**config.mk**
```make
export PLATFORM = sky130hd
export DESIGN_NAME = spi_frame_regs
export DESIGN_NICKNAME = d
export VERILOG_FILES = /design/src/rtl/spi_reg_pkg.sv /design/src/rtl/spi_line_sync.sv /design/src/rtl/spi_reg_bank.sv /design/src/rtl/spi_frame_fsm.sv /design/src/rtl/spi_frame_regs.sv
export SDC_FILE = /design/constraint.sdc
export NUM_CORES = 1
export LEC_CHECK = 0
export ABC_AREA = 1
export BUFFER_PORTS_ARGS = -buffer_cell sky130_fd_sc_hd__buf_2
export CORE_MARGIN = 2
export CORE_UTILIZATION = 60
export DETAILED_ROUTE_END_ITERATION = 8
export GPL_TIMING_DRIVEN = 0
export PLACE_DENSITY = 0.83
export SKIP_CTS_REPAIR_TIMING = 1
export SLEW_MARGIN = 20
export SYNTH_ARGS = -nofsm -noshare
export SYNTH_HDL_FRONTEND = slang
export SYNTH_HIERARCHICAL = 1
export SYNTH_SLANG_ARGS = --single-unit
```
**constraint.sdc**
```tcl
create_clock -name clk -period 4.3 [get_ports clk]
set_input_delay 0.645 -clock clk [delete_from_list [all_inputs] [get_ports clk]]
set_output_delay 0.645 -clock clk [all_outputs]
set_load 0.03 [all_outputs]
```
**src/rtl/spi_reg_pkg.sv**
```systemverilog
package spi_reg_pkg;

    typedef enum logic [2:0] {
        ST_IDLE,
        ST_ADDR,
        ST_DATA,
        ST_OVER,
        ST_COMMIT
    } frame_state_t;

endpackage

```
**src/rtl/spi_line_sync.sv**
```systemverilog
module spi_line_sync #(
    parameter int STAGES = 2
) (
    input  logic clk,
    input  logic rst_n,
    input  logic sck_i,
    input  logic csn_i,
    input  logic sdi_i,
    output logic sdi_o,
    output logic sck_rise_o,
    output logic sck_fall_o,
    output logic csn_rise_o,
    output logic csn_fall_o
);

    logic [STAGES:0]   sck_pipe;
    logic [STAGES:0]   csn_pipe;
    logic [STAGES-1:0] sdi_pipe;

    always_ff @(posedge clk or negedge rst_n) begin
        if (!rst_n) begin
            sck_pipe <= '0;
            csn_pipe <= '1;
            sdi_pipe <= '0;
        end else begin
            sck_pipe <= {sck_pipe[STAGES-1:0], sck_i};
            csn_pipe <= {csn_pipe[STAGES-1:0], csn_i};
            sdi_pipe <= {sdi_pipe[STAGES-2:0], sdi_i};
        end
    end

    always_comb begin
        sdi_o      = sdi_pipe[STAGES-1];
        sck_rise_o = sck_pipe[STAGES-1] & ~sck_pipe[STAGES];
        sck_fall_o = ~sck_pipe[STAGES-1] & sck_pipe[STAGES];
        csn_rise_o = csn_pipe[STAGES-1] & ~csn_pipe[STAGES];
        csn_fall_o = ~csn_pipe[STAGES-1] & csn_pipe[STAGES];
    end

endmodule

```
**src/rtl/spi_reg_bank.sv**
```systemverilog
module spi_reg_bank #(
    parameter int NUM_REGS = 4,
    parameter int DATA_W   = 12,
    parameter int ADDR_W   = 3,
    parameter logic [NUM_REGS*DATA_W-1:0] RESET_IMAGE = '0
) (
    input  logic                       clk,
    input  logic                       rst_n,
    input  logic [NUM_REGS-1:0]        we_i,
    input  logic [DATA_W-1:0]          wdata_i,
    input  logic [ADDR_W-1:0]          rd_addr_i,
    output logic [DATA_W-1:0]          rd_data_o,
    output logic [NUM_REGS*DATA_W-1:0] image_o
);

    logic [DATA_W-1:0] regs_q [NUM_REGS];

    for (genvar g = 0; g < NUM_REGS; g++) begin : g_reg
        always_ff @(posedge clk or negedge rst_n) begin
            if (!rst_n) begin
                regs_q[g] <= RESET_IMAGE[g*DATA_W +: DATA_W];
            end else if (we_i[g]) begin
                regs_q[g] <= wdata_i;
            end
        end

        assign image_o[g*DATA_W +: DATA_W] = regs_q[g];

        // a register moves only under its own strobe
        assert_reg_hold_R3: assert property (@(posedge clk) disable iff (!rst_n)
            !$past(we_i[g]) |-> $stable(regs_q[g]));

        // a strobed write lands the presented data
        assert_write_lands_R2: assert property (@(posedge clk) disable iff (!rst_n)
            $past(we_i[g]) |-> (regs_q[g] == $past(wdata_i)));
    end

    always_comb begin
        rd_data_o = '0;
        for (int i = 0; i < NUM_REGS; i++) begin
            if (rd_addr_i == i[ADDR_W-1:0]) begin
                rd_data_o = regs_q[i];
            end
        end
    end

endmodule

```
**src/rtl/spi_frame_fsm.sv**
```systemverilog
module spi_frame_fsm
    import spi_reg_pkg::*;
#(
    parameter int NUM_REGS = 4,
    parameter int DATA_W   = 12,
    parameter int ADDR_W   = 3
) (
    input  logic                clk,
    input  logic                rst_n,
    input  logic                sdi_i,
    input  logic                sck_rise_i,
    input  logic                sck_fall_i,
    input  logic                csn_rise_i,
    input  logic                csn_fall_i,
    input  logic [DATA_W-1:0]   rd_data_i,
    output logic [ADDR_W-1:0]   rd_addr_o,
    output logic                sdo_o,
    output logic                sdo_en_o,
    output logic [NUM_REGS-1:0] wr_strobe_o,
    output logic [DATA_W-1:0]   wr_data_o
);

    localparam int FRAME_W = ADDR_W + 1 + DATA_W;
    localparam int CNT_W   = $clog2(FRAME_W + 2);
    localparam logic [CNT_W-1:0] CNT_FULL      = CNT_W'(FRAME_W);
    localparam logic [CNT_W-1:0] CNT_MAX       = CNT_W'(FRAME_W + 1);
    localparam logic [CNT_W-1:0] CNT_ADDR      = CNT_W'(ADDR_W);
    localparam logic [CNT_W-1:0] CNT_ADDR_LAST = CNT_W'(ADDR_W - 1);

    frame_state_t         state, state_nx;
    logic [CNT_W-1:0]     fall_cnt;
    logic [FRAME_W-1:0]   rx_sh;
    logic [DATA_W-1:0]    tx_sh;
    logic                 sdo_q;
    logic                 active;
    logic [ADDR_W-1:0]    frame_addr;
    logic                 frame_ro;

    // state register
    always_ff @(posedge clk or negedge rst_n) begin
        if (!rst_n) begin
            state <= ST_IDLE;
        end else begin
            state <= state_nx;
        end
    end

    always_comb begin
        state_nx = state;
        unique case (state)
            ST_IDLE: begin
                if (csn_fall_i) state_nx = ST_ADDR;
            end
            ST_ADDR: begin
                if (csn_rise_i) begin
                    state_nx = ST_IDLE;
                end else if (sck_fall_i && fall_cnt == CNT_ADDR_LAST) begin
                    state_nx = ST_DATA;
                end
            end
            ST_DATA: begin
                if (csn_rise_i) begin
                    state_nx = (fall_cnt == CNT_FULL) ? ST_COMMIT : ST_IDLE;
                end else if (sck_fall_i && fall_cnt == CNT_FULL) begin
                    state_nx = ST_OVER;
                end
            end
            ST_OVER: begin
                if (csn_rise_i) state_nx = ST_IDLE;
            end
            ST_COMMIT: state_nx = ST_IDLE;
            default:   state_nx = ST_IDLE;
        endcase
    end

    assign active    = (state == ST_ADDR) || (state == ST_DATA) || (state == ST_OVER);
    assign rd_addr_o = {rx_sh[ADDR_W-2:0], sdi_i};

    // shift datapath
    always_ff @(posedge clk or negedge rst_n) begin
        if (!rst_n) begin
            fall_cnt <= '0;
            rx_sh    <= '0;
            tx_sh    <= '0;
            sdo_q    <= 1'b0;
        end else if (state == ST_IDLE && csn_fall_i) begin
            fall_cnt <= '0;
            rx_sh    <= '0;
            sdo_q    <= 1'b0;
        end else if (active) begin
            if (sck_fall_i) begin
                rx_sh <= {rx_sh[FRAME_W-2:0], sdi_i};
                if (fall_cnt != CNT_MAX) fall_cnt <= fall_cnt + 1'b1;
                if (state == ST_ADDR && fall_cnt == CNT_ADDR_LAST) tx_sh <= rd_data_i;
            end
            if (sck_rise_i) begin
                if (fall_cnt == '0) begin
                    sdo_q <= 1'b0;
                end else if (fall_cnt <= CNT_ADDR) begin
                    sdo_q <= rx_sh[0];
                end else begin
                    sdo_q <= tx_sh[DATA_W-1];
                    tx_sh <= {tx_sh[DATA_W-2:0], 1'b0};
                end
            end
        end
    end

    assign frame_addr = rx_sh[FRAME_W-1 -: ADDR_W];
    assign frame_ro   = rx_sh[DATA_W];

    // outputs
    always_comb begin
        sdo_o       = sdo_q;
        sdo_en_o    = active;
        wr_data_o   = rx_sh[DATA_W-1:0];
        wr_strobe_o = '0;
        for (int i = 0; i < NUM_REGS; i++) begin
            if (frame_addr == i[ADDR_W-1:0]) begin
                wr_strobe_o[i] = (state == ST_COMMIT) && !frame_ro;
            end
        end
    end

    assert_strobe_onehot_R8: assert property (@(posedge clk) disable iff (!rst_n)
        $onehot0(wr_strobe_o));

    assert_strobe_single_cycle_R8: assert property (@(posedge clk) disable iff (!rst_n)
        (|wr_strobe_o) |=> (wr_strobe_o == '0));

    assert_full_frame_only_R4: assert property (@(posedge clk) disable iff (!rst_n)
        (|wr_strobe_o) |-> ($past(fall_cnt) == CNT_FULL));

endmodule

```
**src/rtl/spi_frame_regs.sv**
```systemverilog
module spi_frame_regs #(
    parameter int NUM_REGS    = 4,
    parameter int DATA_W      = 12,
    parameter int ADDR_W      = 3,
    parameter int SYNC_STAGES = 2,
    parameter logic [NUM_REGS*DATA_W-1:0] RESET_IMAGE = 48'h000_000_000_400
) (
    input  logic                       clk,
    input  logic                       rst_n,
    input  logic                       spi_sck_i,
    input  logic                       spi_csn_i,
    input  logic                       spi_sdi_i,
    output logic                       spi_sdo_o,
    output logic                       spi_sdo_en_o,
    output logic [NUM_REGS-1:0]        wr_strobe_o,
    output logic [DATA_W-1:0]          wr_data_o,
    output logic [NUM_REGS*DATA_W-1:0] reg_q_o
);

    logic              sdi_s;
    logic              sck_rise, sck_fall, csn_rise, csn_fall;
    logic [ADDR_W-1:0] rd_addr;
    logic [DATA_W-1:0] rd_data;

    spi_line_sync #(.STAGES(SYNC_STAGES)) i_sync (
        .clk        (clk),
        .rst_n      (rst_n),
        .sck_i      (spi_sck_i),
        .csn_i      (spi_csn_i),
        .sdi_i      (spi_sdi_i),
        .sdi_o      (sdi_s),
        .sck_rise_o (sck_rise),
        .sck_fall_o (sck_fall),
        .csn_rise_o (csn_rise),
        .csn_fall_o (csn_fall)
    );

    spi_frame_fsm #(
        .NUM_REGS (NUM_REGS),
        .DATA_W   (DATA_W),
        .ADDR_W   (ADDR_W)
    ) i_fsm (
        .clk         (clk),
        .rst_n       (rst_n),
        .sdi_i       (sdi_s),
        .sck_rise_i  (sck_rise),
        .sck_fall_i  (sck_fall),
        .csn_rise_i  (csn_rise),
        .csn_fall_i  (csn_fall),
        .rd_data_i   (rd_data),
        .rd_addr_o   (rd_addr),
        .sdo_o       (spi_sdo_o),
        .sdo_en_o    (spi_sdo_en_o),
        .wr_strobe_o (wr_strobe_o),
        .wr_data_o   (wr_data_o)
    );

    spi_reg_bank #(
        .NUM_REGS    (NUM_REGS),
        .DATA_W      (DATA_W),
        .ADDR_W      (ADDR_W),
        .RESET_IMAGE (RESET_IMAGE)
    ) i_bank (
        .clk       (clk),
        .rst_n     (rst_n),
        .we_i      (wr_strobe_o),
        .wdata_i   (wr_data_o),
        .rd_addr_i (rd_addr),
        .rd_data_o (rd_data),
        .image_o   (reg_q_o)
    );

    // select held high long enough to pass the synchronizer keeps the pad released
    assert_sdo_released_R7: assert property (@(posedge clk) disable iff (!rst_n)
        (spi_csn_i && $past(spi_csn_i) && $past(spi_csn_i, 2) && $past(spi_csn_i, 3)
         && $past(spi_csn_i, 4) && $past(spi_csn_i, 5)) |-> !spi_sdo_en_o);

endmodule

```
* Yosys cells after proc, flatten, opt, wreduce, memory -nomap -nowiden
Index checks and enable logic that the tools add are counted.
** Storage, ports and cells
- Flip-flop bits (word level) :: 93
- Input port bits :: 5
** Operators by class
- Multiplexer cells :: 33
- Add/sub/neg operators :: 1
- Bitwise gates (word level) :: 9
- Reductions and logical operators :: 21
- Equality and inequality tests :: 17
- Magnitude comparators :: 1
** Operator list (count)
- $mux W12 :: 9
- $mux W16 :: 3
- $mux W3 :: 7
- $mux W5 :: 4
- $eq A3 B2 Y1 const B :: 6
- $pmux W3 S4 :: 1
- $eq A3 B1 Y1 const B :: 3
- $logic_not A3 Y1 :: 3
- $mux W1 :: 9
- $reduce_bool A2 Y1 :: 4
- $ne A3 B2 Y1 const B :: 2
- $reduce_and A2 Y1 :: 3
- $add A5 B1 Y5 const B :: 1
- $eq A5 B2 Y1 const B :: 1
- $eq A5 B5 Y1 const B :: 1
- $le A5 B2 Y1 const B :: 1
- $logic_and A1 B1 Y1 :: 5
- $logic_not A5 Y1 :: 1
- $ne A5 B5 Y1 const B :: 1
- $not A1 Y1 :: 5
- $and A1 B1 Y1 :: 4
- $reduce_and A4 Y1 :: 1
- $eq A3 B3 Y1 const B :: 1
- $reduce_and A3 Y1 :: 1
- 4 further kinds :: 5

* Logic depth before layout (Yosys ltp)
Gate-level depths: netlist of run 1.
- Depth in word-level cells :: 10
- Gate-level depth with buffers :: 10
- Depth with buffers taken out :: 9

* By module
The synthesis of run 1 kept the hierarchy.
** Modules (own cells, without submodules)
- spi_reg_bank :: cells each 176, area each 2446.1 sq um, instances 1, seq. area each 1202.4 sq um
- spi_frame_fsm :: cells each 269, area each 2283.4 sq um, instances 1, seq. area each 925.9 sq um
- spi_line_sync :: cells each 16, area each 234.0 sq um, instances 1, seq. area each 203.9 sq um

* Least setup slack after synthesis of run 1
Ideal clock, no wire load.
- Kind :: flip-flop to flip-flop
- Start point :: register i_fsm.state[0]
- End point :: register i_bank.regs_q, in the netlist i_bank/image_o[37]
- Slack :: 1.567 ns
- Stages on the path, launching flop included :: 6
- Arrival time :: 2.608 ns
- Setup time :: 0.125 ns
- Period minus slack after synthesis :: 2.733 ns
- Cell sequence :: dfrtp_1 -> nor2_1 -> nand3_1 -> nor4_1 -> buf_6 -> mux2_4
** Between the ends
- Word-level cells in the longest chain between the ends :: 3
** Ends and longest elaborated chain
- start: declaration :: RTL line spi_frame_fsm.sv:30 : frame_state_t state, state_nx;
- start signal: assignment :: RTL line spi_frame_fsm.sv:44 : state <= state_nx;
- $eq A3 B3 Y1 :: RTL line spi_frame_fsm.sv:120 : wr_strobe_o[i] = (state == ST_COMMIT) && !frame_ro;
- $logic_and A1 B1 Y1 :: RTL line spi_frame_fsm.sv:120
- $mux W1 :: RTL line spi_frame_fsm.sv:119 : if (frame_addr == i[ADDR_W-1:0]) begin
- net wr_strobe_o[3] :: RTL line spi_frame_regs.sv:15 : output logic [NUM_REGS-1:0] wr_strobe_o,
- end signal: indexed assignment :: RTL line spi_reg_bank.sv:21 : regs_q[g] <= RESET_IMAGE[g*DATA_W +: DATA_W];
- end signal: indexed assignment :: RTL line spi_reg_bank.sv:23 : regs_q[g] <= wdata_i;
- end: declaration :: RTL line spi_reg_bank.sv:16 : logic [DATA_W-1:0] regs_q [NUM_REGS];
The timed path passes the listed nets, and every way through them passes these cells.
A chain may end at the register's enable or synchronous reset.

* Worst setup path after layout of run 1
- Start point :: register i_fsm.state[0]
- End point :: output port wr_strobe_o[3]
** Between the ends
- Word-level cells in the longest chain between the ends :: 3
** Ends and longest elaborated chain (RTL line)
- $eq A3 B3 Y1 :: spi_frame_fsm.sv:120
- $logic_and A1 B1 Y1 :: spi_frame_fsm.sv:120
- $mux W1 :: spi_frame_fsm.sv:119
- end: declaration :: spi_frame_regs.sv:15
Every way passes these cells.

==> run_results.csv, run 1 <==
group,metric,value,unit
clock_tree,insertion_delay,0.37,ns
route,route.detailed.drc,0,
clock_tree,cts.clk_slew.worst_paths,0.09,ns
route,antenna_left,0,
clock_tree,cts-root-buf,"clkbuf_8",
power,intPower,1.666,mW
critical_path,crit_type,"reg -> out",
layout,area_growth_syn_to_layout,14.95,%
min_path,hp-class,"in -> async",
synth,synth_area_leaders,"dfrtp_1 45%, mux2_4 12%, nand4_1 6.2%",
global_route,grt_max_degree,85,
route,drt_iter0_markers,361,
placed_design,gp_congestion,0.8866,
clock_tree,cts_sinks,93,
synth,synth_seq_cells,93,
timing,final.setup.tns,0,ns
synth,synth_top_area_share,44.87,%
timing,tightestPinTransition,0.9962,ns
power,pwr-share-comb,38.0,%
synth,ys.flop_type,"dfrtp_1",
synth,synth_top_area_cell,"dfrtp_1",
layout,fin_cells,653,
timing,fmax,328.7,MHz
floorplan,fp.coreArea,8134,um2
critical_path,cpMaxStageDelayCell,"nor4_1",
placed_design,dp.cells,637,
power,irDropWorstVdd,0.2874,mV
synth,yosys_warnings,6,
global_route,grt_usage,27.89,%
run_status,status,"finished clean",
timing,period_share,70.75,%
synth,synth_cell_types,31,
critical_path,worstSetupStartpointType,"flop",
route,avgRoutedWirePerCell,18.70,um
floorplan,die_w,94.96,um
route,via_per_inst,5.971,
critical_path,critPathArrivalTime,2.40,ns
critical_path,cpPeakStageDelay,0.79,ns
synth,seq_area_frac_synth,46.99,%
layout,antenna_cells,0,
global_route,grt_antenna_before_repair,0,
synth,syn_area,4964,um2
power,pwr-share-seq,38.0,%
floorplan,start_util,61.02,%
layout,nNetsFinal,552,
clock_tree,cts_buffer_depth,2,
power,powerDensity,491.2,nW/um2
critical_path,end_kind,"output pin",
critical_path,crit_required,3.65,ns
power,p_switching,1.136,mW
timing,drv_slew,0,
route,dr.pass1.iters,6,
critical_path,rrSetupSlack,1.88,ns
timing,min_period,3.042,ns
critical_path,path_max_fanout,5,
timing,relSlewSlack,32.97,%
clock_tree,cts_tree,"built",
global_route,overflow,0,
placed_design,hpwl,8309,um
synth,async_flop_share,100.0,%
floorplan,dieArea,9016,um2
global_route,grt_pass1_wl,19060,um
power,swShare,40.55,%
placed_design,port_buffers,70,
timing,rsz0062_at_grt,"false",
floorplan,io_pins,71,
synth,netlist_instances,461,
timing,worst_clock_skew,0.01595,ns
route,routed_wl,12210,um
synth,syn_nets,470,
synth,synth_edf_count,0,
timing,hold_viol_final,0,
clock_tree,cts_buffers,9,
route,routed-via-count,3899,
power,leakagePower,2.907,nW
timing,setup_viol,0,
clock_tree,htree_num_levels,3,
job,cap_violations,0,
critical_path,crit_chain,"nor2_1, nand3_1, nor4_1, buf_2",
floorplan,dieHeight,94.96,um
global_route,grt_pass1_vias,3670,
synth,syn_area_per_cell,10.77,um2
layout,drive_above_1_share,40.51,%
floorplan,fp-row-count,33,
power,clkPwrFrac,24.0,%
-- placed cells by master (no fill, tap or decap), types with 3 or more instances in the layout --
master	netlist	final
a21oi_1	5	5
o21ai_1	8	8
mux2_4	40	40
o22ai_1	15	15
ha_1	4	4
mux2_2	8	8
buf_6	15	16
buf_4	20	20
nand2_1	33	33
clkbuf_8	0	9
nor2_1	9	9
nor3_1	4	4
dfstp_2	4	4
buf_2	3	72
nand4_1	49	49
nand2_4	5	5
nand3_1	61	61
inv_2	6	6
dfrtp_1	89	89
nand2_2	11	11
inv_6	0	3
nor2_4	3	3
inv_1	41	41
nand3_2	15	15
-- power groups by stage --
stage / logic (mW) / registers, mW / clock network [mW]
4_1_cts: 1.05 / 1.06 / 0.680
5_1_grt: 1.15 / 1.08 / 0.715
2_1_floorplan: 0.796 / 1.07 / 0
6_report: 1.06 / 1.06 / 0.673
3_5_place_dp: 1.04 / 1.08 / 0
3_3_place_gp: 0.992 / 1.07 / 0
-- flip-flops by register name, indices dropped and copies added, names as in the netlist --
signal / cells
i_sync/sdi_pipe: 2
i_sync/sck_pipe: 3
i_fsm/tx_sh: 12
i_fsm/sdo_o: 1
i_fsm/state: 3
i_fsm/rx_sh: 16
i_sync/csn_pipe: 3
i_bank/image_o: 48
i_fsm/fall_cnt: 5
-- synth_stat cells, types with 6 or more instances --
master	number
buf_6	15
nand2_2	11
o21ai_1	8
inv_1	41
buf_4	20
nor2_1	9
nand3_2	15
nand2_1	33
mux2_2	8
o22ai_1	15
inv_2	6
nand3_1	61
mux2_4	40
nand4_1	49
dfrtp_1	89
-- area by class of cell --
type	instances	area (um2)
buffer	42	364.1
clock buffer	9	123.9
clock inverter	7	102.6
fill	589	2429
inverter	47	176.4
multi-input combinational	279	2091
sequential	93	2332
tap	105	131.4
timing repair buffer	71	384.1
-- critical path, delay by kind of cell, from the launching register on --
family / cells / cell delay, ns
buf+inv: 1 / 0.34
simple gates: 3 / 1.24
flops: 1 / 0.45
-- through the flow --
step	hold slack [ns]	power (mW)	utilization, %	cell area (um2)	worst slack, ns
after global placement	0.3334	2.063	66.94	5445	1.659
final	0.07711	2.802	70.14	5705	1.258
after CTS	0.06980	2.790	70.14	5705	1.224
after floorplan	0.3312	1.861	-	4964	1.567
after detailed placement	0.3355	2.115	67.36	5479	1.647
after global routing	0.07132	2.939	70.14	5705	1.071
-- cells by family (layout without fill, tap and decap cells) --
kind of cell | count (synthesis) | in the layout | synth area share (%)
AND/OR/NAND/NOR | 195 | 195 | 23.39
flip-flops | 93 | 93 | 46.99
buffers and inverters | 89 | 176 | 10.89
multiplexers | 48 | 48 | 13.91
AO/OA/AOI/OAI | 30 | 30 | 3.453
adder cells (fa/ha/maj) | 4 | 4 | 1.008
XOR/XNOR | 2 | 2 | 0.3530
-- layer usage --
layer  part of all wire [%]  GRT usage, %  up-vias
met4                    2.4         9.783        0
li1                       -             -     1758
met3                    6.7         3.911       33
met5                      0             0        -
met1                     43         38.25     1907
met2                     48         45.57      201
-- final timing paths --
kind | cells past startpoint | start | to
min in group clk | 0 | i_sync/sdi_pipe[0]$_DFF_PN0_ | i_sync/sdi_pipe[1]$_DFF_PN0_
worst max-delay path | 4 | i_fsm/state[0]$_DFFE_PN0P_ | wr_strobe_o[3]
worst min register to register | 0 | i_sync/sdi_pipe[0]$_DFF_PN0_ | i_sync/sdi_pipe[1]$_DFF_PN0_
worst min-delay path | 1 | rst_n | i_fsm/tx_sh[7]$_DFFE_PN0P_
worst max register to register | 5 | i_fsm/state[0]$_DFFE_PN0P_ | i_bank/image_o[44]$_DFFE_PN0P_
max in group asynchronous | 2 | rst_n | i_sync/csn_pipe[2]$_DFF_PN1_
Power figures use the tool's default switching activity.
==> inputs of run 2 (changes only) <==
--- a/config.mk
+++ b/config.mk
@@ -8,10 +8,10 @@
 export ABC_AREA = 1
 export BUFFER_PORTS_ARGS = -buffer_cell sky130_fd_sc_hd__buf_2
 export CORE_MARGIN = 2
-export CORE_UTILIZATION = 60
+export CORE_UTILIZATION = 58
 export DETAILED_ROUTE_END_ITERATION = 8
 export GPL_TIMING_DRIVEN = 0
-export PLACE_DENSITY = 0.83
+export PLACE_DENSITY = 0.81
 export SKIP_CTS_REPAIR_TIMING = 1
 export SLEW_MARGIN = 20
 export SYNTH_ARGS = -nofsm -noshare
==> constraint.sdc (replaced) <==
create_clock -name clk -period 2.9 [get_ports clk]
set_input_delay 0.435 -clock clk [delete_from_list [all_inputs] [get_ports clk]]
set_output_delay 0.435 -clock clk [all_outputs]
set_load 0.03 [all_outputs]
==> run_results.csv, run 2 (synthesized netlist as in run 1, its figures left out) <==
group,metric,value,unit
floorplan,dieArea,9314,um2
timing,tightestPinTransition,0.7686,ns
timing,min_period,2.672,ns
timing,final.setup.tns,0,ns
layout,seqCellArea,2332,um2
clock_tree,cts-root-buf,"clkbuf_8",
critical_path,worstSetupStartpointType,"flop",
power,irDropWorstVdd,0.4415,mV
route,routed_wl,12020,um
clock_tree,cts_buffers,9,
run_status,status,"complete, but fails checks",
global_route,overflow,0,
timing,setup_viol,0,
timing,drv_slew,0,
power,p_switching,1.638,mW
route,avgRoutedWirePerCell,18.41,um
job,cap_violations,0,
layout,fillCellCount,622,
route,dr.pass1.iters,5,
floorplan,die_w,96.51,um
route,route.detailed.drc,0,
timing,worst_clock_skew,0.01693,ns
placed_design,hpwl,8507,um
global_route,grt_pass1_wl,19180,um
timing,fmax,374.3,MHz
clock_tree,cts_buffer_depth,2,
layout,antenna_cells,0,
floorplan,fp-row-count,33,
run_status,violations,"negative hold slack",
layout,area_growth_syn_to_layout,14.67,%
route,routed-via-count,3865,
floorplan,start_util,60.11,%
power,leakagePower,2.893,nW
placed_design,post-place-ws,0.5170,ns
placed_design,gp_congestion,0.9198,
layout,largest_register_ffs,48,
power,pwr-share-seq,38.8,%
timing,setup_ws,0.2280,ns
global_route,grt_max_degree,61,
critical_path,crit_type,"reg -> out",
layout,final_cell_mix,"89 x dfrtp_1, 72 x buf_2, 61 x nand3_1, 49 x nand4_1, 41 x inv_1",
timing,hold_viol_final,7,
power,clkPwrFrac,22.6,%
min_path,hp-class,"in -> async",
critical_path,cpPeakStageDelay,0.63,ns
global_route,grt_pass1_vias,3716,
route,drt_iter0_markers,296,
timing,relSlewSlack,48.29,%
clock_tree,cts.clk_slew.worst_paths,0.10,ns
floorplan,fp.coreArea,8258,um2
layout,drive_above_1_share,40.51,%
placed_design,port_buffers,70,
timing,whs,-0.006109,ns
critical_path,cpMaxStageDelayCell,"nor4_1",
clock_tree,cts_sinks,93,
clock_tree,htree_num_levels,3,
power,swShare,40.37,%
critical_path,end_kind,"output pin",
critical_path,crit_chain,"nor2_1, nand3_1, nor4_1, buf_2",
floorplan,io_pins,71,
critical_path,path_max_fanout,5,
timing,period_share,92.14,%
timing,rsz0062_at_grt,"false",
clock_tree,cts_tree,"built",
global_route,grt_antenna_before_repair,0,
clock_tree,insertion_delay,0.37,ns
global_route,grt_usage,27.45,%
power,intPower,2.420,mW
route,via_per_inst,5.919,
layout,multi_input_area,2097,um2
power,powerDensity,713.0,nW/um2
layout,nNetsFinal,552,
layout,layout_commonest_cell,"dfrtp_1",
critical_path,crit_required,2.47,ns
critical_path,critPathArrivalTime,2.24,ns
power,pwr-share-comb,38.6,%
floorplan,dieHeight,96.51,um
route,antenna_left,0,
run 2: final timing paths:
path                                                   start                             end  slack (ns)  depth (start not counted)
min in group clk                                   spi_csn_i    i_sync/csn_pipe[0]$_DFF_PN1_        0.16                          1
worst min-delay path                                   rst_n     i_fsm/rx_sh[10]$_DFFE_PN0P_      -0.006                          1
worst min register to register  i_sync/sdi_pipe[0]$_DFF_PN0_    i_sync/sdi_pipe[1]$_DFF_PN0_        0.36                          0
worst max-delay path              i_fsm/state[0]$_DFFE_PN0P_                  wr_strobe_o[3]        0.23                          4
worst max register to register    i_fsm/state[0]$_DFFE_PN0P_  i_bank/image_o[18]$_DFFE_PN0P_        0.62                          5
max in group asynchronous                              rst_n  i_bank/image_o[10]$_DFFE_PN1P_        2.25                          2
run 2: cell type report:
| type | count | share of cell area (%) |
|---|---|---|
| clock inverters | 4 | 0.9672 |
| plain buffers | 42 | 6.397 |
| multi-input cells | 279 | 36.84 |
| repair buffers | 71 | 6.683 |
| inverters | 47 | 3.100 |
| flip-flops and latches | 93 | 40.98 |
| clock buffers | 12 | 2.726 |
| well taps | 105 | 2.308 |
run 2: per-layer routing:
metal,vias up,GRT usage (%),share of wire [%]
li1,1759,-,-
met1,1892,37.42,44
met2,187,43.98,47
met3,27,4.888,6.1
met4,0,10.68,2.8
met5,-,0,0
run 2: worst max-delay path, delay by kind of cell (launching register included):
kind                   cells  cell delay [ns]
DFF                        1             0.44
buffers and inverters      1             0.33
and+or+nand+nor            3             1.10
run 2: metrics by stage:
stage          power (mW)  cells  area, um2  utilization (%)
3_3_place_gp        3.060    636       5445            65.94
5_1_grt             4.290    653       5692            68.92
2_1_floorplan       2.759    461       4964                -
6_report            4.058    653       5692            68.92
3_5_place_dp        3.127    637       5475            66.30
4_1_cts             4.046    653       5685            68.85
run 2: power by group through the flow:
stage	registers [mW]	logic, mW	clock network (mW)
floorplan	1.58	1.18	0
detailed placement	1.60	1.53	0
finish	1.58	1.57	0.916
CTS	1.57	1.54	0.929
global placement	1.59	1.47	0
global route	1.59	1.71	0.990
==> inputs of run 3 (changes only) <==
--- a/config.mk
+++ b/config.mk
@@ -7,7 +7,6 @@
 export LEC_CHECK = 0
 export ABC_AREA = 1
 export BUFFER_PORTS_ARGS = -buffer_cell sky130_fd_sc_hd__buf_2
-export CORE_MARGIN = 2
 export CORE_UTILIZATION = 58
 export DETAILED_ROUTE_END_ITERATION = 8
 export GPL_TIMING_DRIVEN = 0
==> run_results.csv, run 3 (synthesized netlist as in run 1, its figures left out) <==
group,metric,value,unit
timing,fmax,379.4,MHz
clock_tree,cts_tree,"built",
min_path,hp-class,"in -> reg",
timing,hold_viol_final,0,
global_route,grt_max_degree,86,
global_route,grt_use_met1,36.64,%
global_route,use_met2,45.83,%
timing,drv_slew,0,
floorplan,fp.coreArea,8258,um2
critical_path,reg2regPathDepth,5,
min_path,min_to,"i_sync/csn_pipe[0]$_DFF_PN1_",
layout,final_cell_mix,"89 x dfrtp_1, 72 x buf_2, 61 x nand3_1, 49 x nand4_1, 41 x inv_1",
timing,period_share,90.89,%
critical_path,r2r-start,"i_fsm/state[0]$_DFFE_PN0P_",
route,avgRoutedWirePerCell,17.94,um
power,leakagePower,2.878,nW
layout,drive_above_1_share,40.26,%
layout,antenna_cells,0,
global_route,grt_pass1_vias,3729,
layout,layout_commonest_cell,"dfrtp_1",
critical_path,end_kind,"output pin",
power,irDropWorstVdd,0.5613,mV
layout,multi_input_area,2091,um2
timing,min_period,2.636,ns
timing,setup_viol,0,
timing,relSlewSlack,47.49,%
floorplan,dieHeight,94.51,um
critical_path,rrSetupSlack,0.67,ns
critical_path,path_max_fanout,5,
global_route,grt_usage,28.04,%
layout,fin_area,5663,um2
clock_tree,htree_num_levels,3,
layout,area_growth_syn_to_layout,14.09,%
critical_path,crit_required,2.47,ns
min_path,whs_path_depth,1,
route,dr.pass1.iters,5,
global_route,grt-busiest-layer,"met2",
power,powerDensity,693.7,nW/um2
clock_tree,cts_buffer_depth,2,
job,cap_violations,0,
clock_tree,cts_buffers,9,
timing,rsz0062_at_grt,"false",
floorplan,start_util,60.11,%
floorplan,die_w,94.51,um
placed_design,port_buffers,70,
global_route,overflow,0,
route,antenna_left,0,
critical_path,crit_type,"reg -> out",
critical_path,critPathArrivalTime,2.20,ns
placed_design,hpwl,8191,um
critical_path,timing.rr.end,"i_bank/image_o[37]$_DFFE_PN0P_",
route,routed_wl,11730,um
floorplan,dieArea,8932,um2
layout,nNetsFinal,553,
route,routed-via-count,3870,
clock_tree,cts.clk_slew.worst_paths,0.09,ns
global_route,grt_antenna_before_repair,0,
timing,worst_clock_skew,0.008644,ns
global_route,grtUsageMet3,6.361,%
placed_design,gp_congestion,0.8590,
timing,tightestPinTransition,0.7805,ns
min_path,hp-start,"spi_csn_i",
layout,seqCellArea,2332,um2
route,drt_iter0_markers,271,
layout,largest_register_ffs,48,
floorplan,fp-row-count,33,
floorplan,io_pins,71,
route,route.detailed.drc,0,
run_status,status,"finished clean",
layout,fillCellCount,644,
timing,final.setup.tns,0,ns
clock_tree,insertion_delay,0.37,ns
placed_design,placed_cell_area,5479,um2
global_route,grt_pass1_wl,18750,um
clock_tree,cts_sinks,93,
route,via_per_inst,5.917,
clock_tree,cts-root-buf,"clkbuf_8",
critical_path,worstSetupStartpointType,"flop",
layout,post-route-util,68.58,%
==> run 3: layout make-up <==
type | count | share of cell area, %
flip-flops and latches | 93 | 41.18
multi-input cells | 279 | 36.92
repair buffers | 72 | 6.960
plain buffers | 42 | 6.430
inverters | 47 | 3.115
well taps | 105 | 2.320
clock buffers | 10 | 2.254
clock inverters | 6 | 0.8175
==> run 3: worst max-delay path by stage <==
| stage | cells after the start | slack (ns) | end | start |
|---|---|---|---|---|
| final | 4 | 0.26 | wr_strobe_o[3] | i_fsm/state[0]$_DFFE_PN0P_ |
| after global routing | 4 | 0.09 | wr_strobe_o[2] | i_fsm/state[0]$_DFFE_PN0P_ |
| after CTS | 4 | 0.25 | wr_strobe_o[3] | i_fsm/state[0]$_DFFE_PN0P_ |
| after detailed placement | 4 | 0.66 | wr_strobe_o[3] | i_fsm/state[0]$_DFFE_PN0P_ |
| after global placement | 1 | 0.56 | i_fsm/rx_sh[11]$_DFFE_PN0P_ | rst_n |
| after floorplan | 5 | 0.17 | i_bank/image_o[37]$_DFFE_PN0P_ | i_fsm/state[0]$_DFFE_PN0P_ |
==> run 3: per-layer routing <==
layer	up-vias	share of wire, %
met5	-	0
met4	0	2.0
met3	27	6.7
met2	162	48
met1	1920	43
li1	1761	-
==> run 3: per-stage QoR <==
step                worst slack [ns]  hold WS (ns)  instances  power, mW
floorplan                     0.1669        0.1394        461      2.759
global placement              0.5642        0.3326        636      3.055
detailed placement            0.6559        0.2466        637      3.122
CTS                           0.2476       -0.1579        653      3.926
global route                 0.08614        0.1297        654      4.136
finish                        0.2641        0.1559        654      3.928
==> run 3: where the power goes <==
group | internal [mW] | switching [mW]
logic | 0.528 | 1.03
registers | 1.44 | 0.132
clock network | 0.318 | 0.479
==> run 3: worst max-delay path, cell delays in order (launching register included) <==
cell,delay [ns]
dfrtp_1,0.45
nor2_1,0.25
nand3_1,0.18
nor4_1,0.63
buf_2,0.33
